$ cat src/rtl/jscan_pkg.sv
package jscan_pkg;

  // Width of the shift, expect and capture words.
  parameter int DATA_W = 64;
  localparam int IDX_W = $clog2(DATA_W);

  typedef enum logic [1:0] {
    CMD_IR    = 2'd0,
    CMD_DR    = 2'd1,
    CMD_DRCMP = 2'd2,
    CMD_WAIT  = 2'd3
  } cmd_e;

  // Strobes from the sequencing control to the pin datapath.
  typedef struct packed {
    logic             run;      // TCK pulses are being produced
    logic             load;     // latch operands, clear results
    logic             tmsBit;   // TMS value for the current pulse
    logic             shiftEn;  // current pulse shifts a data bit
    logic             capEn;    // sample TDO at this pulse's rise
    logic             finish;   // command completes this cycle
    logic             cmpEn;    // command compares captured data
    logic [IDX_W-1:0] bitIdx;   // bit position of the current pulse
  } strobe_t;

endpackage

$ cat src/rtl/jscan_ctrl.sv
module jscan_ctrl
  import jscan_pkg::*;
#(
  parameter int LEN_W  = 16,
  parameter int WAIT_W = 16
) (
  input  logic              clk,
  input  logic              rstN,
  input  logic              start,
  input  logic [1:0]        cmd,
  input  logic [LEN_W-1:0]  bitLen,
  input  logic [WAIT_W-1:0] waitCnt,
  input  logic              pulseEnd,
  output strobe_t           st,
  output logic              busy,
  output logic              done
);

  localparam int CNT_W = (LEN_W > WAIT_W) ? LEN_W : WAIT_W;
  localparam logic [LEN_W-1:0] LEN_MAX  = LEN_W'(DATA_W);
  localparam logic [CNT_W-1:0] BOOT_LAST = CNT_W'(5);
  localparam logic [CNT_W-1:0] IR_HEAD_LAST = CNT_W'(3);
  localparam logic [CNT_W-1:0] DR_HEAD_LAST = CNT_W'(2);
  localparam logic [CNT_W-1:0] ONE = CNT_W'(1);

  typedef enum logic [2:0] {
    S_BOOT, S_IDLE, S_HEAD, S_SHIFT, S_TAIL, S_WAIT
  } state_e;

  state_e            state, nextSeg;
  cmd_e              cmdReg;
  logic [CNT_W-1:0]  cnt, lenReg, waitReg;
  logic [LEN_W-1:0]  lenClamp;
  logic              lastPulse;
  logic              isIr;

  assign isIr = (cmdReg == CMD_IR);
  assign busy = (state != S_IDLE);

  always_comb begin
    if (bitLen == '0)          lenClamp = LEN_W'(1);
    else if (bitLen > LEN_MAX) lenClamp = LEN_MAX;
    else                       lenClamp = bitLen;
  end

  // Last pulse of the current segment and the segment that follows it.
  always_comb begin
    lastPulse = 1'b0;
    nextSeg   = S_IDLE;
    unique case (state)
      S_BOOT:  begin lastPulse = (cnt == BOOT_LAST); nextSeg = S_IDLE; end
      S_HEAD:  begin
        lastPulse = isIr ? (cnt == IR_HEAD_LAST) : (cnt == DR_HEAD_LAST);
        nextSeg   = S_SHIFT;
      end
      S_SHIFT: begin lastPulse = (cnt == lenReg - ONE); nextSeg = S_TAIL; end
      S_TAIL:  begin lastPulse = (cnt == ONE); nextSeg = S_IDLE; end
      S_WAIT:  begin lastPulse = (cnt == waitReg - ONE); nextSeg = S_IDLE; end
      default: begin lastPulse = 1'b0; nextSeg = S_IDLE; end
    endcase
  end

  always_comb begin
    st         = '0;
    st.run     = (state == S_BOOT) || (state == S_HEAD) || (state == S_SHIFT) ||
                 (state == S_TAIL) || ((state == S_WAIT) && (waitReg != '0));
    st.load    = (state == S_IDLE) && start;
    st.shiftEn = (state == S_SHIFT);
    st.capEn   = (state == S_SHIFT) && !isIr;
    st.cmpEn   = (cmdReg == CMD_DRCMP);
    st.bitIdx  = cnt[IDX_W-1:0];
    st.finish  = ((state == S_TAIL) && pulseEnd && lastPulse) ||
                 ((state == S_WAIT) && ((waitReg == '0) || (pulseEnd && lastPulse)));
    unique case (state)
      S_BOOT:  st.tmsBit = (cnt != BOOT_LAST);
      S_HEAD:  st.tmsBit = isIr ? (cnt < CNT_W'(2)) : (cnt == '0);
      S_SHIFT: st.tmsBit = (cnt == lenReg - ONE);
      S_TAIL:  st.tmsBit = (cnt == '0);
      default: st.tmsBit = 1'b0;
    endcase
  end

  always_ff @(posedge clk or negedge rstN) begin
    if (!rstN) begin
      state   <= S_BOOT;
      cnt     <= '0;
      cmdReg  <= CMD_IR;
      lenReg  <= '0;
      waitReg <= '0;
      done    <= 1'b0;
    end else begin
      done <= st.finish;
      if (state == S_IDLE) begin
        if (start) begin
          cmdReg  <= cmd_e'(cmd);
          lenReg  <= CNT_W'(lenClamp);
          waitReg <= CNT_W'(waitCnt);
          cnt     <= '0;
          state   <= (cmd_e'(cmd) == CMD_WAIT) ? S_WAIT : S_HEAD;
        end
      end else if (st.finish) begin
        state <= S_IDLE;
        cnt   <= '0;
      end else if (pulseEnd) begin
        if (lastPulse) begin
          cnt   <= '0;
          state <= nextSeg;
        end else begin
          cnt <= cnt + ONE;
        end
      end
    end
  end

endmodule

$ cat src/rtl/jscan_dpath.sv
module jscan_dpath
  import jscan_pkg::*;
#(
  parameter int HALF_CYC = 3
) (
  input  logic              clk,
  input  logic              rstN,
  input  strobe_t           st,
  input  logic              tdo,
  input  logic [DATA_W-1:0] shiftIn,
  input  logic [DATA_W-1:0] expectIn,
  output logic              pulseEnd,
  output logic              tck,
  output logic              tms,
  output logic              tdi,
  output logic [DATA_W-1:0] captureOut,
  output logic              mismatch
);

  localparam int PH_W = (2 * HALF_CYC > 2) ? $clog2(2 * HALF_CYC) : 1;
  localparam logic [PH_W-1:0] PH_RISE = PH_W'(HALF_CYC - 1);
  localparam logic [PH_W-1:0] PH_LAST = PH_W'(2 * HALF_CYC - 1);

  logic [PH_W-1:0]   phase;
  logic              riseNow, pulseStart;
  logic [DATA_W-1:0] shReg, expReg, validMask;

  assign pulseEnd   = st.run && (phase == PH_LAST);
  assign riseNow    = st.run && (phase == PH_RISE);
  assign pulseStart = st.run && (phase == '0);

  // TCK divider: low for phases 0..HALF_CYC-1, high for the rest.
  always_ff @(posedge clk or negedge rstN) begin
    if (!rstN) begin
      phase <= '0;
      tck   <= 1'b0;
    end else if (!st.run) begin
      phase <= '0;
      tck   <= 1'b0;
    end else begin
      phase <= pulseEnd ? '0 : phase + PH_W'(1);
      if (riseNow)       tck <= 1'b1;
      else if (pulseEnd) tck <= 1'b0;
    end
  end

  // Pin drive: TMS/TDI settle early in the low phase.
  always_ff @(posedge clk or negedge rstN) begin
    if (!rstN) begin
      tms <= 1'b0;
      tdi <= 1'b0;
    end else if (pulseStart) begin
      tms <= st.tmsBit;
      tdi <= st.shiftEn ? shReg[st.bitIdx] : 1'b0;
    end
  end

  // Operands, capture buffer and compare result.
  always_ff @(posedge clk or negedge rstN) begin
    if (!rstN) begin
      shReg      <= '0;
      expReg     <= '0;
      captureOut <= '0;
      validMask  <= '0;
      mismatch   <= 1'b0;
    end else if (st.load) begin
      shReg      <= shiftIn;
      expReg     <= expectIn;
      captureOut <= '0;
      validMask  <= '0;
      mismatch   <= 1'b0;
    end else begin
      if (riseNow && st.capEn) begin
        captureOut[st.bitIdx] <= tdo;
        validMask[st.bitIdx]  <= 1'b1;
      end
      if (st.finish && st.cmpEn)
        mismatch <= |((captureOut ^ expReg) & validMask);
    end
  end

endmodule

$ cat src/rtl/jscan_seq.sv
module jscan_seq
  import jscan_pkg::*;
#(
  parameter int HALF_CYC = 3,
  parameter int LEN_W    = 16,
  parameter int WAIT_W   = 16
) (
  input  logic              clk,
  input  logic              rstN,
  input  logic              start,
  input  logic [1:0]        cmd,
  input  logic [LEN_W-1:0]  bitLen,
  input  logic [WAIT_W-1:0] waitCnt,
  input  logic [DATA_W-1:0] shiftIn,
  input  logic [DATA_W-1:0] expectIn,
  input  logic              tdo,
  output logic              busy,
  output logic              done,
  output logic              tck,
  output logic              tms,
  output logic              tdi,
  output logic [DATA_W-1:0] captureOut,
  output logic              mismatch
);

  strobe_t stb;
  logic    pulseEnd;

  jscan_ctrl #(.LEN_W(LEN_W), .WAIT_W(WAIT_W)) u_ctrl (
    .clk      (clk),
    .rstN     (rstN),
    .start    (start),
    .cmd      (cmd),
    .bitLen   (bitLen),
    .waitCnt  (waitCnt),
    .pulseEnd (pulseEnd),
    .st       (stb),
    .busy     (busy),
    .done     (done)
  );

  jscan_dpath #(.HALF_CYC(HALF_CYC)) u_dpath (
    .clk        (clk),
    .rstN       (rstN),
    .st         (stb),
    .tdo        (tdo),
    .shiftIn    (shiftIn),
    .expectIn   (expectIn),
    .pulseEnd   (pulseEnd),
    .tck        (tck),
    .tms        (tms),
    .tdi        (tdi),
    .captureOut (captureOut),
    .mismatch   (mismatch)
  );

endmodule

$ cat config.mk
export PLATFORM = sky130hd
export DESIGN_NAME = jscan_seq
export DESIGN_NICKNAME = d
export VERILOG_FILES = /design/src/rtl/jscan_pkg.sv /design/src/rtl/jscan_ctrl.sv /design/src/rtl/jscan_dpath.sv /design/src/rtl/jscan_seq.sv
export SDC_FILE = /design/constraint.sdc
export NUM_CORES = 1
export LEC_CHECK = 0
export ABC_AREA = 1
export BUFFER_PORTS_ARGS = -buffer_cell sky130_fd_sc_hd__clkbuf_2
export CORE_UTILIZATION = 45
export CTS_BUF_LIST = sky130_fd_sc_hd__clkbuf_4
export CTS_CLUSTER_SIZE = 8
export DETAILED_ROUTE_END_ITERATION = 10
export MAX_ROUTING_LAYER = met4
export PLACE_DENSITY = 0.71
export SLEW_MARGIN = 10
export SYNTH_ARGS = -nofsm -noshare
export SYNTH_HDL_FRONTEND = slang
export SYNTH_SLANG_ARGS = --single-unit
$ cat constraint.sdc
create_clock -name clk -period 2.3 [get_ports clk]
set_clock_uncertainty 0.2 [all_clocks]
set_input_delay 0.23 -clock clk [delete_from_list [all_inputs] [get_ports clk]]
set_output_delay 0.23 -clock clk [all_outputs]
set_load 0.03 [all_outputs]
==> flow_summary.html, run 1 <==
<table>
<tr><th>Metric</th><th>Value</th></tr>
<tr><th colspan="2">Status</th></tr>
<tr><td>Status</td><td>finished with violations</td></tr>
<tr><td>Violated checks</td><td>setup timing</td></tr>
<tr><th colspan="2">Global route</th></tr>
<tr><td>All-Layer GR Usage</td><td>between 30 and 40%</td></tr>
<tr><td>Number of antenna violations at the first check in global routing</td><td>2</td></tr>
<tr><td>Maximum number of pins on one net before global-route repair</td><td>between 90 and 100</td></tr>
<tr><td>Wire length of the first global-routing pass</td><td>between 80000 and 90000 um</td></tr>
<tr><td>Global route overflow</td><td>0</td></tr>
<tr><td>Via count of the first global-routing pass</td><td>~17000</td></tr>
<tr><th colspan="2">Floorplanning</th></tr>
<tr><td>Starting utilization of the core area</td><td>roughly 46%</td></tr>
<tr><td>Top-level port count</td><td>between 200 and 250</td></tr>
<tr><td>Die area</td><td>about 0.035 mm2</td></tr>
<tr><td>Core ar.</td><td>0.0336 mm2</td></tr>
<tr><td>DIE WIDTH</td><td>about 190 um</td></tr>
<tr><td>Number of placement rows</td><td>67</td></tr>
<tr><td>Die outline height</td><td>around 190 um</td></tr>
<tr><th colspan="2">Power</th></tr>
<tr><td>Leakage Power</td><td>between 0.01 and 0.015 uW</td></tr>
<tr><td>Power consumption</td><td>11600 uW</td></tr>
<tr><td>Worst IR drop on VDD</td><td>roughly 0.00043 V</td></tr>
<tr><td>Cell Pwr Density</td><td>approximately 500 mW/mm2</td></tr>
<tr><th colspan="2">Placed design</th></tr>
<tr><td>Setup slack after placement</td><td>-0.254 ns</td></tr>
<tr><td>IO buf count</td><td>about 240</td></tr>
<tr><td>Last weighted congestion value of the routability-driven placer</td><td>a little over 0.9</td></tr>
<tr><td>HPWL reported at the end of detailed placement</td><td>32900 um</td></tr>
<tr><th colspan="2">STA</th></tr>
<tr><td>Highest attainable clock frequency</td><td>between 0.3 and 0.4 GHz</td></tr>
<tr><td>Worst Tran Pin Value</td><td>around 0.98 ns</td></tr>
<tr><td>Slew Limit Headroom</td><td>a little over a third</td></tr>
<tr><td>Pins Over Slew Limit</td><td>0</td></tr>
<tr><td>Endpoints failing setup</td><td>~130</td></tr>
<tr><td>Tmin final</td><td>about 2.6 ns</td></tr>
<tr><td>Unrepaired setup endpoints after global routing</td><td>true</td></tr>
<tr><td>Final worst-path setup slack</td><td>-0.286 ns</td></tr>
<tr><td>Hold violation total from the final report</td><td>0</td></tr>
<tr><td>Portion of the clock cycle consumed by the worst path in the final layout</td><td>112%</td></tr>
<tr><td>Setup_tns</td><td>-18.47 ns</td></tr>
<tr><th colspan="2">Clock network</th></tr>
<tr><td>Clk buf depth</td><td>3</td></tr>
<tr><td>Sink count of the clock tree</td><td>approximately 320</td></tr>
<tr><td>Insertion delay of the later-clocked pin in the worst-skew pair</td><td>between 0.7 and 0.8 ns</td></tr>
<tr><td>Clock tree root driver cell</td><td>clkbuf_4</td></tr>
<tr><td>Clock tree from TritonCTS</td><td>built</td></tr>
<tr><td>Level count of the clock H-tree</td><td>3</td></tr>
<tr><td>Clock-pin slew reported for the worst setup and hold paths after clock tree synthesis</td><td>around 0.07 ns</td></tr>
<tr><td>Number of buffers created by CTS</td><td>86</td></tr>
<tr><th colspan="2">Min path</th></tr>
<tr><td>Class of the most critical hold timing path</td><td>in2reg</td></tr>
<tr><th colspan="2">Worst setup path</th></tr>
<tr><td>Arrival time at the worst endpoint</td><td>3.04 ns</td></tr>
<tr><td>Required time reported for the critical path endpoint</td><td>about 2.8 ns</td></tr>
<tr><td>Critical path's most frequent cell</td><td>nand2_4</td></tr>
<tr><td>Critical Path Start Type</td><td>flop</td></tr>
<tr><td>Slowest stage cell, crit path</td><td>dfrtp_1</td></tr>
<tr><td>CP Cell Sequence</td><td>inv_2 &gt; buf_4 &gt; ha_4 &gt; nand2_4 &gt; nor2_4 &gt; nand2_4 &gt; nand2_4 &gt; nand3_4 &gt; nand3_4 &gt; nor4_4 &gt; buf_4 &gt; clkbuf_16 &gt; buf_12 &gt; nand2_8 &gt; nor2_4 &gt; o21ai_1 &gt; a21oi_1</td></tr>
<tr><td>Critical setup path kind</td><td>reg2reg</td></tr>
<tr><td>Kind of capture point of the worst setup path</td><td>flop</td></tr>
<tr><td>Max Fanout on Critical Path</td><td>6</td></tr>
<tr><td>CP peak stage delay</td><td>around 0.36 ns</td></tr>
<tr><th colspan="2">Synth</th></tr>
<tr><td>Summed instance area of the synthesized netlist</td><td>around 0.015 mm2</td></tr>
<tr><td>Main synth FF type</td><td>dfrtp_1</td></tr>
<tr><td>Multiplexer share of the synthesized area</td><td>0%</td></tr>
<tr><td>Post-synthesis sequential area ratio</td><td>about half</td></tr>
<tr><td>Top cells by area in the synthesized netlist</td><td>dfrtp_1, nand2_1, nor2_1</td></tr>
<tr><td>Area leader, netlist</td><td>dfrtp_1</td></tr>
<tr><td>Portion of synthesized cell area occupied by the leading cell type</td><td>approximately 52%</td></tr>
<tr><td>Count of distinct cell types in the synthesized netlist</td><td>45</td></tr>
<tr><td>Mapped Nets</td><td>2086</td></tr>
<tr><td>Post-synthesis adder-cell area fraction</td><td>less than 1%</td></tr>
<tr><td>Number of enable flip-flop cells after synthesis</td><td>0</td></tr>
<tr><td>Post-Synthesis Cells</td><td>approximately 1900</td></tr>
<tr><td>Count of warnings emitted by yosys</td><td>0</td></tr>
<tr><td>Synth async-reset ratio</td><td>between 90% and 100%</td></tr>
<tr><td>Post-synthesis register bit count</td><td>~320</td></tr>
<tr><td>Area fraction in and, or, nand and nor cells after synthesis</td><td>~29%</td></tr>
<tr><td>Largest family of logic cells by synthesized area</td><td>simple AND/OR/NAND/NOR gates</td></tr>
<tr><td>Synthesized-area fraction occupied by xor and xnor cells</td><td>under 10%</td></tr>
<tr><td>Syn avg cell area</td><td>8.05 um2</td></tr>
<tr><td>Compound-Gate Fraction of Synth Area</td><td>11.1%</td></tr>
<tr><th colspan="2">Drt</th></tr>
<tr><td>Average detailed-routed wire length per instance</td><td>between 15 and 20 um</td></tr>
<tr><td>DRC violation total after the first TritonRoute iteration</td><td>around 1300</td></tr>
<tr><td>Antenna-violating nets left</td><td>0</td></tr>
<tr><td>Drc violations</td><td>0</td></tr>
<tr><td>Vias per cell</td><td>5.27</td></tr>
<tr><td>Number of search-and-repair iterations in the first detailed-routing pass</td><td>8</td></tr>
<tr><td>Total Wirelength</td><td>about 55000 um</td></tr>
<tr><td>Vias after detailed routing</td><td>between 15000 and 20000</td></tr>
<tr><th colspan="2">Finish</th></tr>
<tr><td>Layout overhead on the synthesized area</td><td>52.4%</td></tr>
<tr><td>Fraction of the core area covered by cells at the end of the flow</td><td>approximately 70%</td></tr>
<tr><td>Total number of nets in the final design</td><td>~2800</td></tr>
<tr><td>Share of final-layout standard cells stronger than drive strength 1</td><td>30.7%</td></tr>
<tr><th colspan="2">Job</th></tr>
<tr><td>Max-capacitance violation count</td><td>0</td></tr>
</table>
## cell usage after synthesis, types with 6 or more instances
master,count
dfrtp_1,317
nand3_1,88
nand2_1,653
nor4_1,7
o21a_1,56
xor2_1,40
buf_2,8
or2_2,29
a211oi_1,6
nor2_1,183
nor2_2,25
ha_1,10
inv_1,106
nand4_1,42
o21ai_1,6
nor3_1,10
o21ai_0,119
a21oi_1,83
xnor2_1,6
clkbuf_1,58
## state kept, by name, summed over array words and instances (netlist names)
| signal | flops |
|---|---|
| u_dpath.captureOut | 64 |
| u_dpath.expReg | 64 |
| u_dpath.shReg | 64 |
| u_dpath.validMask | 64 |
| u_ctrl.cnt | 16 |
| u_ctrl.lenReg | 16 |
| u_ctrl.waitReg | 16 |
| u_ctrl.state | 3 |
| u_dpath.phase | 3 |
| u_ctrl.cmdReg | 2 |
| u_ctrl.done | 1 |
| u_dpath.mismatch | 1 |
| u_dpath.tck | 1 |
| u_dpath.tdi | 1 |
| u_dpath.tms | 1 |
## repair_timing
item,4_1_cts,5_1_grt
setup endpoints to repair,137,152
cloned,2,0
buffers inserted,24,21
hold endpoints to repair,531,0
gates resized for setup,228,138
pin swaps,26,40
hold buffers,250,0
## metrics by stage
stage / instance area, um2 / hold slack, ns / cells
after floorplan: 15400 / -0.266 / 1910
after global placement: 18200 / -0.0394 / 2674
after detailed placement: 18200 / -0.0390 / 2674
after CTS: 22800 / 0.0000926 / 3097
after global routing: 23400 / 0.0196 / 3119
final: 23400 / 0.0542 / 3119
## path summary, 6_finish.rpt
path	from	to	slack, ns	cells past startpoint
min in group asynchronous	rstN	u_dpath.expReg[6]	0.45	4
max	u_ctrl.waitReg[0]	u_dpath.captureOut[52]	-0.29	17
max in group asynchronous	rstN	u_dpath.shReg[50]	1.01	4
min	expectIn[47]	u_dpath.expReg[47]	0.05	4
min reg2reg	u_dpath.shReg[27]	u_dpath.shReg[27]	0.28	2
max reg2reg	u_ctrl.waitReg[0]	u_dpath.captureOut[52]	-0.29	17
## power by group
| part | total [uW] | internal [uW] | switching, uW |
|---|---|---|---|
| sequential | 5590 | 5580 | 5.72 |
| combinational | 718 | 413 | 305 |
| clock | 5300 | 2870 | 2430 |
## cell usage in the layout (no fill, tap or decap), types with 67 or more instances in the layout
master,count
nor2_4,67
buf_4,146
inv_1,98
nand3_1,78
clkbuf_2,233
dlygate4sd3_1,249
clkbuf_4,135
dfrtp_1,316
nand2_1,633
nor2_1,118
## worst max-delay path: cells and delay by family, from the launching register on
family	cells	cell delay (ns)
buf+inv	5	0.65
simple gates	9	0.87
fa+ha+maj	1	0.16
flops	1	0.36
compound gates	2	0.23
## logic make-up after synthesis
kind of cell	after synthesis
AO/OA/AOI/OAI	296
XOR/XNOR	46
adder cells (fa/ha/maj)	10
buffers and inverters	181
flip-flops	317
AND/OR/NAND/NOR	1060
## routing by layer
| metal | up-vias | routed length, um | GRT usage (%) |
|---|---|---|---|
| li1 | 7657 | - | - |
| met1 | 7943 | 22500 | 40.0 |
| met2 | 667 | 26600 | 50.8 |
| met3 | 177 | 3140 | 5.53 |
| met4 | 0 | 2300 | 15.1 |
| met5 | - | 0 | - |
## area by class of cell
| type | count | area [um2] |
|---|---|---|
| timing repair inverter | 1 | 11.3 |
| timing repair buffer | 677 | 5530 |
| inverter | 113 | 444 |
| multi-input combinational | 1412 | 7830 |
| clock inverter | 14 | 116 |
| tap | 448 | 561 |
| clock buffer | 135 | 1010 |
| fill | 2443 | 10200 |
| antenna | 2 | 5.00 |
| sequential | 317 | 7930 |
Note: power is estimated with default switching activity, not from simulation.
==> inputs of run 2 (changes only) <==
--- a/config.mk
+++ b/config.mk
@@ -8,12 +8,13 @@
 export ABC_AREA = 1
 export BUFFER_PORTS_ARGS = -buffer_cell sky130_fd_sc_hd__clkbuf_2
 export CORE_UTILIZATION = 45
-export CTS_BUF_LIST = sky130_fd_sc_hd__clkbuf_4
 export CTS_CLUSTER_SIZE = 8
 export DETAILED_ROUTE_END_ITERATION = 10
 export MAX_ROUTING_LAYER = met4
 export PLACE_DENSITY = 0.71
+export SETUP_SLACK_MARGIN = 0.1
 export SLEW_MARGIN = 10
 export SYNTH_ARGS = -nofsm -noshare
 export SYNTH_HDL_FRONTEND = slang
 export SYNTH_SLANG_ARGS = --single-unit
+export TNS_END_PERCENT = 30
==> flow_summary.html, run 2 (same netlist as run 1, synthesis figures left out) <==
<table>
<tr><th>Metric</th><th>Value</th></tr>
<tr><th colspan="2">Finish</th></tr>
<tr><td>Commonest non-fill, non-tap cell in the layout</td><td>nand2_1</td></tr>
<tr><td>Commonest cells after routing, fill and taps aside</td><td>nand2_1, dfrtp_1, clkbuf_2</td></tr>
<tr><td>Layout overhead on the synthesized area</td><td>44.0%</td></tr>
<tr><td>Number of diodes</td><td>0 (-2)</td></tr>
<tr><td>Share of final-layout standard cells stronger than drive strength 1</td><td>27.7% (-3.0 points)</td></tr>
<tr><td>Area taken by multi-input logic gates</td><td>0.00760 mm2 (-2.9%)</td></tr>
<tr><td>Fraction of the core area covered by cells at the end of the flow</td><td>65.9% (-3.8 points)</td></tr>
<tr><td>Fillers</td><td>2656 (+8.7%)</td></tr>
<tr><td>Footprint of the flip-flops and latches</td><td>0.00793 mm2 (about the same)</td></tr>
<tr><td>Total non-filler cell area in the finished layout</td><td>0.0222 mm2 (-5.5%)</td></tr>
<tr><td>Total number of nets in the final design</td><td>2645 (-5.0%)</td></tr>
<tr><th colspan="2">STA</th></tr>
<tr><td>Worst Tran Pin Value</td><td>0.888 ns (-0.0883 ns)</td></tr>
<tr><td>Unrepaired setup endpoints after global routing</td><td>true</td></tr>
<tr><td>Pins Over Slew Limit</td><td>0 (unchanged)</td></tr>
<tr><td>Endpoints failing setup</td><td>142 (+6.8%)</td></tr>
<tr><td>Portion of the clock cycle consumed by the worst path in the final layout</td><td>111% (-1.8 points)</td></tr>
<tr><td>Hold violation total from the final report</td><td>0 (unchanged)</td></tr>
<tr><td>Tmin final</td><td>2.55 ns (-0.0411 ns)</td></tr>
<tr><td>Post-Route Hold Slack</td><td>0.00434 ns (-0.0499 ns)</td></tr>
<tr><td>Slew Limit Headroom</td><td>40.8% (+5.9 points)</td></tr>
<tr><td>Highest attainable clock frequency</td><td>0.393 GHz (+1.6%)</td></tr>
<tr><td>Final worst-path setup slack</td><td>-0.245 ns (+0.0411 ns)</td></tr>
<tr><td>Setup_tns</td><td>-20.04 ns (-1.57 ns)</td></tr>
<tr><th colspan="2">Global route</th></tr>
<tr><td>Maximum number of pins on one net before global-route repair</td><td>132 (+39%)</td></tr>
<tr><td>Global route overflow</td><td>0 (unchanged)</td></tr>
<tr><td>Wire length of the first global-routing pass</td><td>79500 um (-7.9%)</td></tr>
<tr><td>All-Layer GR Usage</td><td>29.2% (-2.8 points)</td></tr>
<tr><td>Via count of the first global-routing pass</td><td>15365 (-8.1%)</td></tr>
<tr><td>Number of antenna violations at the first check in global routing</td><td>0 (-2)</td></tr>
<tr><th colspan="2">Drt</th></tr>
<tr><td>Vias after detailed routing</td><td>15385 (-6.4%)</td></tr>
<tr><td>Average detailed-routed wire length per instance</td><td>17.1 um (-2.1%)</td></tr>
<tr><td>DRC violation total after the first TritonRoute iteration</td><td>1055 (-19%)</td></tr>
<tr><td>Total Wirelength</td><td>50000 um (-8.3%)</td></tr>
<tr><td>Antenna-violating nets left</td><td>0 (unchanged)</td></tr>
<tr><td>Number of search-and-repair iterations in the first detailed-routing pass</td><td>5 (-3)</td></tr>
<tr><td>Drc violations</td><td>0 (unchanged)</td></tr>
<tr><td>Vias per cell</td><td>5.27 (about the same)</td></tr>
<tr><th colspan="2">Power</th></tr>
<tr><td>Cell Pwr Density</td><td>546 mW/mm2 (+10%)</td></tr>
<tr><td>Reported net switching power</td><td>2640 uW (-3.6%)</td></tr>
<tr><td>Register share of total power</td><td>46.3% (-1.8 points)</td></tr>
<tr><td>Clk network pwr share</td><td>49.0% (+3.3 points)</td></tr>
<tr><td>Share of power burned in combinational logic</td><td>4.7% (-1.5 points)</td></tr>
<tr><td>Leakage Power</td><td>0.0111 uW (-5.1%)</td></tr>
<tr><td>Design internal power</td><td>9450 uW (+6.6%)</td></tr>
<tr><td>Switching share of power</td><td>21.8% (-1.8 points)</td></tr>
<tr><td>Worst IR drop on VDD</td><td>0.000449 V (+5.4%)</td></tr>
<tr><th colspan="2">Worst setup path</th></tr>
<tr><td>Critical Path Start Type</td><td>flop</td></tr>
<tr><td>CP peak stage delay</td><td>0.39 ns (+0.03 ns)</td></tr>
<tr><td>Max Fanout on Critical Path</td><td>6 (unchanged)</td></tr>
<tr><td>Kind of capture point of the worst setup path</td><td>flop</td></tr>
<tr><td>Slowest stage cell, crit path</td><td>dfrtp_1</td></tr>
<tr><td>Required time reported for the critical path endpoint</td><td>2.53 ns (-0.22 ns)</td></tr>
<tr><td>Critical path's most frequent cell</td><td>nand2_1</td></tr>
<tr><td>CP Cell Sequence</td><td>inv_2 &gt; buf_6 &gt; ha_4 &gt; nand3_1 &gt; nand4_1 &gt; nand2_1 &gt; nor2_1 &gt; nand2_1 &gt; nor2_1 &gt; nand2_1 &gt; nor2_2 &gt; nand2_2 &gt; nand2_1 &gt; nand2_1 &gt; nand2_2 &gt; nand2_1 &gt; nand3_1 &gt; nand2_1</td></tr>
<tr><td>Arrival time at the worst endpoint</td><td>2.77 ns (-0.27 ns)</td></tr>
<tr><td>Setup slack of the worst register-to-register path</td><td>-0.25 ns (+0.04 ns)</td></tr>
<tr><td>Critical setup path kind</td><td>reg2reg</td></tr>
<tr><th colspan="2">Clock network</th></tr>
<tr><td>Clock tree from TritonCTS</td><td>built</td></tr>
<tr><td>Clock-pin slew reported for the worst setup and hold paths after clock tree synthesis</td><td>0.06 ns (about the same)</td></tr>
<tr><td>Clk buf depth</td><td>3 (unchanged)</td></tr>
<tr><td>Clock tree root driver cell</td><td>clkbuf_16</td></tr>
<tr><td>Insertion delay of the later-clocked pin in the worst-skew pair</td><td>0.54 ns (-0.22 ns)</td></tr>
<tr><td>Sink count of the clock tree</td><td>317 (unchanged)</td></tr>
<tr><td>Number of buffers created by CTS</td><td>45 (-48%)</td></tr>
<tr><td>Level count of the clock H-tree</td><td>2 (-1)</td></tr>
<tr><th colspan="2">Placed design</th></tr>
<tr><td>HPWL reported at the end of detailed placement</td><td>32700 um (-0.34%)</td></tr>
<tr><td>Placed instance area</td><td>0.0181 mm2 (-0.52%)</td></tr>
<tr><td>Last weighted congestion value of the routability-driven placer</td><td>0.942 (+4.1%)</td></tr>
<tr><td>Setup slack after placement</td><td>-0.290 ns (-0.0358 ns)</td></tr>
<tr><td>IO buf count</td><td>235 (unchanged)</td></tr>
<tr><th colspan="2">Floorplanning</th></tr>
<tr><td>Top-level port count</td><td>236 (unchanged)</td></tr>
<tr><td>Core ar.</td><td>0.0336 mm2 (unchanged)</td></tr>
<tr><td>Die outline height</td><td>187 um (unchanged)</td></tr>
<tr><td>Number of placement rows</td><td>67 (unchanged)</td></tr>
<tr><td>DIE WIDTH</td><td>187 um (unchanged)</td></tr>
<tr><td>Starting utilization of the core area</td><td>45.8% (unchanged)</td></tr>
<tr><td>Die area</td><td>0.0349 mm2 (unchanged)</td></tr>
<tr><th colspan="2">Status</th></tr>
<tr><td>Violated checks</td><td>setup timing</td></tr>
<tr><td>Status</td><td>finished with violations</td></tr>
<tr><th colspan="2">Job</th></tr>
<tr><td>Max-capacitance violation count</td><td>0 (unchanged)</td></tr>
<tr><th colspan="2">Min path</th></tr>
<tr><td>Class of the most critical hold timing path</td><td>in2async</td></tr>
</table>
==> run 2: area by class of cell <==
type	count	area share, %
repair buffers	579	19.8
clock inverters	2	0.175
repair inverters	1	0.0734
inverters	113	2.04
clock buffers	48	5.28
well taps	448	2.53
flip-flops and latches	317	35.8
multi-input cells	1412	34.3
==> run 2: through the flow <==
stage | total power (uW) | instances
global route | 12400 | 2920
CTS | 12200 | 2904
finish | 12100 | 2920
global placement | 6040 | 2672
detailed placement | 6040 | 2672
floorplan | 5730 | 1910
==> run 2: path summary, 6_finish.rpt <==
| kind | end | depth (start not counted) | startpoint |
|---|---|---|---|
| max | u_dpath.mismatch | 18 | u_ctrl.waitReg[0] |
| min | u_dpath.validMask[4] | 2 | rstN |
| max reg2reg | u_dpath.mismatch | 18 | u_ctrl.waitReg[0] |
| min reg2reg | u_dpath.shReg[23] | 2 | u_dpath.shReg[23] |
| max in group asynchronous | u_dpath.shReg[11] | 3 | rstN |
| min in group clk | u_dpath.shReg[62] | 5 | start |
==> run 2: routing by layer <==
layer  GRT usage [%]  routed length, um
met1            37.8              21400
met3            4.03               2640
met5               -                  0
met2            47.0              24200
met4            10.7               1820
==> run 2: timing repair <==
item | 4_1_cts | 5_1_grt
hold endpoints to repair | 478 | 0
buffers inserted | 21 | 16
hold buffers | 159 | 0
pin swaps | 18 | 51
setup endpoints to repair | 155 | 159
gates cloned | 2 | 0
gates resized for setup | 120 | 144
==> run 2: critical path, delay by kind of cell (launching register included) <==
family | cells | cell delay, ns
simple gates | 15 | 1.42
flops | 1 | 0.39
fa+ha+maj | 1 | 0.18
buf+inv | 2 | 0.22
==> run 2: power by group through the flow <==
stage | clock (uW) | sequential (uW) | combinational [uW]
final | 5920 | 5600 | 572
after global routing | 6210 | 5590 | 622
after CTS | 5990 | 5600 | 562
after detailed placement | 0 | 5690 | 351
after global placement | 0 | 5690 | 347
after floorplan | 0 | 5700 | 29.2
==> inputs of run 3 (changes only) <==
--- a/config.mk
+++ b/config.mk
@@ -6,7 +6,7 @@
 export NUM_CORES = 1
 export LEC_CHECK = 0
 export ABC_AREA = 1
-export BUFFER_PORTS_ARGS = -buffer_cell sky130_fd_sc_hd__clkbuf_2
+export BUFFER_PORTS_ARGS = -buffer_cell sky130_fd_sc_hd__buf_2
 export CORE_UTILIZATION = 45
 export CTS_CLUSTER_SIZE = 8
 export DETAILED_ROUTE_END_ITERATION = 10
==> flow_summary.html, run 3 (same netlist as run 1, synthesis figures left out) <==
<table>
<tr><th>Metric</th><th>Value</th></tr>
<tr><th colspan="2">Status</th></tr>
<tr><td>Status</td><td>finished with violations</td></tr>
<tr><td>Violated checks</td><td>setup timing</td></tr>
<tr><th colspan="2">STA</th></tr>
<tr><td>Slew Limit Headroom</td><td>36.6% (-4.1 points)</td></tr>
<tr><td>Setup_tns</td><td>-2.45 ns (+17.59 ns)</td></tr>
<tr><td>Unrepaired setup endpoints after global routing</td><td>true</td></tr>
<tr><td>Endpoints failing setup</td><td>87 (-39%)</td></tr>
<tr><td>Post-Route Hold Slack</td><td>0.0434 ns (+0.0391 ns)</td></tr>
<tr><td>Tmin final</td><td>2.38 ns (-0.165 ns)</td></tr>
<tr><td>Highest attainable clock frequency</td><td>0.420 GHz (+6.9%)</td></tr>
<tr><td>Final worst-path setup slack</td><td>-0.0800 ns (+0.165 ns)</td></tr>
<tr><td>Worst Tran Pin Value</td><td>0.949 ns (+0.0617 ns)</td></tr>
<tr><td>Portion of the clock cycle consumed by the worst path in the final layout</td><td>103% (-7.2 points)</td></tr>
<tr><td>Hold violation total from the final report</td><td>0 (unchanged)</td></tr>
<tr><td>Pins Over Slew Limit</td><td>0 (unchanged)</td></tr>
<tr><th colspan="2">Worst setup path</th></tr>
<tr><td>CP peak stage delay</td><td>0.37 ns (-0.02 ns)</td></tr>
<tr><td>Slowest stage cell, crit path</td><td>dfrtp_1</td></tr>
<tr><td>Arrival time at the worst endpoint</td><td>2.60 ns (-0.17 ns)</td></tr>
<tr><td>Kind of capture point of the worst setup path</td><td>flop</td></tr>
<tr><td>Critical Path Start Type</td><td>flop</td></tr>
<tr><td>Critical setup path kind</td><td>reg2reg</td></tr>
<tr><td>CP Cell Sequence</td><td>inv_2 &gt; ha_4 &gt; nand2_4 &gt; nor2_4 &gt; nand3_1 &gt; nand2_1 &gt; nand2_1 &gt; nand2_1 &gt; nor2_1 &gt; nand3_1 &gt; nor2_4 &gt; nor2_4 &gt; nand4_4 &gt; nand2_8 &gt; clkinv_8 &gt; nand2_1 &gt; nand2_1</td></tr>
<tr><td>Max Fanout on Critical Path</td><td>8 (+2)</td></tr>
<tr><td>Critical path's most frequent cell</td><td>nand2_1</td></tr>
<tr><td>Required time reported for the critical path endpoint</td><td>2.52 ns (about the same)</td></tr>
<tr><th colspan="2">Placed design</th></tr>
<tr><td>Last weighted congestion value of the routability-driven placer</td><td>0.926 (-1.7%)</td></tr>
<tr><td>Placed instance area</td><td>0.0181 mm2 (about the same)</td></tr>
<tr><td>HPWL reported at the end of detailed placement</td><td>32900 um (+0.33%)</td></tr>
<tr><td>Number of placed instances with taps included</td><td>2666 (-0.22%)</td></tr>
<tr><td>IO buf count</td><td>235 (unchanged)</td></tr>
<tr><th colspan="2">Power</th></tr>
<tr><td>Design internal power</td><td>9460 uW (+0.12%)</td></tr>
<tr><td>Reported net switching power</td><td>2600 uW (-1.7%)</td></tr>
<tr><td>Share of power burned in combinational logic</td><td>4.9% (+0.2 points)</td></tr>
<tr><td>Switching share of power</td><td>21.5% (-0.32 points)</td></tr>
<tr><td>Cell Pwr Density</td><td>541 mW/mm2 (-0.97%)</td></tr>
<tr><td>Worst IR drop on VDD</td><td>0.000490 V (+9.3%)</td></tr>
<tr><td>Register share of total power</td><td>46.4% (about the same)</td></tr>
<tr><td>Clk network pwr share</td><td>48.7% (-0.3 points)</td></tr>
<tr><td>Leakage Power</td><td>0.0112 uW (+0.46%)</td></tr>
<tr><th colspan="2">Global route</th></tr>
<tr><td>Number of antenna violations at the first check in global routing</td><td>0 (unchanged)</td></tr>
<tr><td>Global route overflow</td><td>0 (unchanged)</td></tr>
<tr><td>All-Layer GR Usage</td><td>29.9% (+0.64 points)</td></tr>
<tr><td>Maximum number of pins on one net before global-route repair</td><td>108 (-18%)</td></tr>
<tr><td>Wire length of the first global-routing pass</td><td>80900 um (+1.8%)</td></tr>
<tr><td>Via count of the first global-routing pass</td><td>15618 (+1.6%)</td></tr>
<tr><th colspan="2">Finish</th></tr>
<tr><td>Number of diodes</td><td>0 (unchanged)</td></tr>
<tr><td>Commonest non-fill, non-tap cell in the layout</td><td>nand2_1</td></tr>
<tr><td>Total number of nets in the final design</td><td>2635 (-0.38%)</td></tr>
<tr><td>Fraction of the core area covered by cells at the end of the flow</td><td>66.4% (+0.45 points)</td></tr>
<tr><td>Layout overhead on the synthesized area</td><td>45.0%</td></tr>
<tr><td>Total non-filler cell area in the finished layout</td><td>0.0223 mm2 (+0.69%)</td></tr>
<tr><td>Number of standard cells in the layout, taps in and fillers out</td><td>2910 (-0.34%)</td></tr>
<tr><td>Commonest cells after routing, fill and taps aside</td><td>nand2_1, dfrtp_1, buf_2</td></tr>
<tr><td>Share of final-layout standard cells stronger than drive strength 1</td><td>28.6% (+0.88 points)</td></tr>
<tr><th colspan="2">Clock network</th></tr>
<tr><td>Insertion delay of the later-clocked pin in the worst-skew pair</td><td>0.54 ns (about the same)</td></tr>
<tr><td>Level count of the clock H-tree</td><td>2 (unchanged)</td></tr>
<tr><td>Clock-pin slew reported for the worst setup and hold paths after clock tree synthesis</td><td>0.05 ns (about the same)</td></tr>
<tr><td>Number of buffers created by CTS</td><td>45 (unchanged)</td></tr>
<tr><td>Clock tree from TritonCTS</td><td>built</td></tr>
<tr><td>Sink count of the clock tree</td><td>317 (unchanged)</td></tr>
<tr><td>Clock tree root driver cell</td><td>clkbuf_16</td></tr>
<tr><td>Clk buf depth</td><td>3 (unchanged)</td></tr>
<tr><th colspan="2">Drt</th></tr>
<tr><td>Vias after detailed routing</td><td>15364 (-0.14%)</td></tr>
<tr><td>Drc violations</td><td>0 (unchanged)</td></tr>
<tr><td>Average detailed-routed wire length per instance</td><td>17.4 um (+1.8%)</td></tr>
<tr><td>Total Wirelength</td><td>50700 um (+1.4%)</td></tr>
<tr><td>Vias per cell</td><td>5.28 (+0.21%)</td></tr>
<tr><td>DRC violation total after the first TritonRoute iteration</td><td>1028 (-2.6%)</td></tr>
<tr><td>Antenna-violating nets left</td><td>0 (unchanged)</td></tr>
<tr><td>Number of search-and-repair iterations in the first detailed-routing pass</td><td>6 (+1)</td></tr>
<tr><th colspan="2">Floorplanning</th></tr>
<tr><td>DIE WIDTH</td><td>187 um (unchanged)</td></tr>
<tr><td>Top-level port count</td><td>236 (unchanged)</td></tr>
<tr><td>Number of placement rows</td><td>67 (unchanged)</td></tr>
<tr><td>Die outline height</td><td>187 um (unchanged)</td></tr>
<tr><td>Die area</td><td>0.0349 mm2 (unchanged)</td></tr>
<tr><td>Core ar.</td><td>0.0336 mm2 (unchanged)</td></tr>
<tr><td>Starting utilization of the core area</td><td>45.8% (unchanged)</td></tr>
<tr><th colspan="2">Min path</th></tr>
<tr><td>Class of the most critical hold timing path</td><td>in2async</td></tr>
<tr><th colspan="2">Job</th></tr>
<tr><td>Max-capacitance violation count</td><td>0 (unchanged)</td></tr>
</table>
run 3: changes by cell type in the layout (fill, tap and decap cells not counted), moves of 3 or more:
cell,before,now
dfrtp_1,317,311
o21ai_2,9,29
o21ai_1,25,33
dlygate4sd3_1,159,166
buf_2,0,234
buf_4,161,142
nand2_4,5,8
dfrtp_2,0,6
buf_12,10,18
buf_6,10,7
o21ai_0,91,63
clkbuf_2,234,0
run 3: power groups by stage:
stage | Combinational [uW] | Sequential (uW) | Clock [uW]
2_1_floorplan | 29.2 | 5700 | 0
3_3_place_gp | 350 | 5690 | 0
6_report | 588 | 5600 | 5870
4_1_cts | 572 | 5600 | 5970
5_1_grt | 640 | 5590 | 6180
3_5_place_dp | 356 | 5690 | 0
run 3: worst max-delay path, delay by kind of cell, from the launching register on:
family	cells	cell delay, ns
buffers and inverters	2	0.21
DFF	1	0.37
adders and majority gates	1	0.17
and+or+nand+nor	14	1.32
run 3: per-stage QoR:
stage	setup WS, ns	power [uW]
finish	-0.0800	12100
global placement	-0.223	6040
global route	-0.245	12400
detailed placement	-0.264	6040
floorplan	0.102	5730
CTS	-0.0876	12100
run 3: path summary, 6_finish.rpt:
check | endpoint | slack (ns) | cells past startpoint | startpoint
worst max-delay path | u_ctrl.state[0] | -0.08 | 17 | u_ctrl.lenReg[1]
worst min-delay path | u_dpath.validMask[52] | 0.04 | 2 | rstN
worst max register to register | u_ctrl.state[0] | -0.08 | 17 | u_ctrl.lenReg[1]
worst min register to register | u_dpath.shReg[14] | 0.27 | 2 | u_dpath.shReg[14]
max in group asynchronous | u_ctrl.cnt[0] | 1.08 | 3 | rstN
min in group clk | u_dpath.shReg[26] | 0.22 | 4 | shiftIn[26]
run 3: what timing repair did:
item | CTS | global route
gates resized for setup | 189 | 135
hold buffers | 166 | 0
setup endpoints to repair | 145 | 169
gates cloned | 2 | 0
pin swaps | 36 | 45
buffers inserted | 19 | 7
hold endpoints to repair | 479 | 0
run 3: per-layer routing:
metal / track usage (%) / vias to the layer above / share of wire (%)
met1: 38.0 / 7441 / 43
met4: 11.5 / 0 / 3.5
li1: - / 7285 / -
met5: - / - / 0
met2: 48.5 / 501 / 48
met3: 4.07 / 137 / 5.1
run 3: area by class of cell:
| type | instances | area (um2) |
|---|---|---|
| flip-flops and latches | 317 | 7940 |
| multi-input cells | 1412 | 7760 |
| fillers | 2616 | 11300 |
| repair inverters | 1 | 11.3 |
| well taps | 448 | 561 |
| inverters | 113 | 448 |
| clock inverters | 2 | 38.8 |
| clock buffers | 48 | 1170 |
| repair buffers | 569 | 4380 |
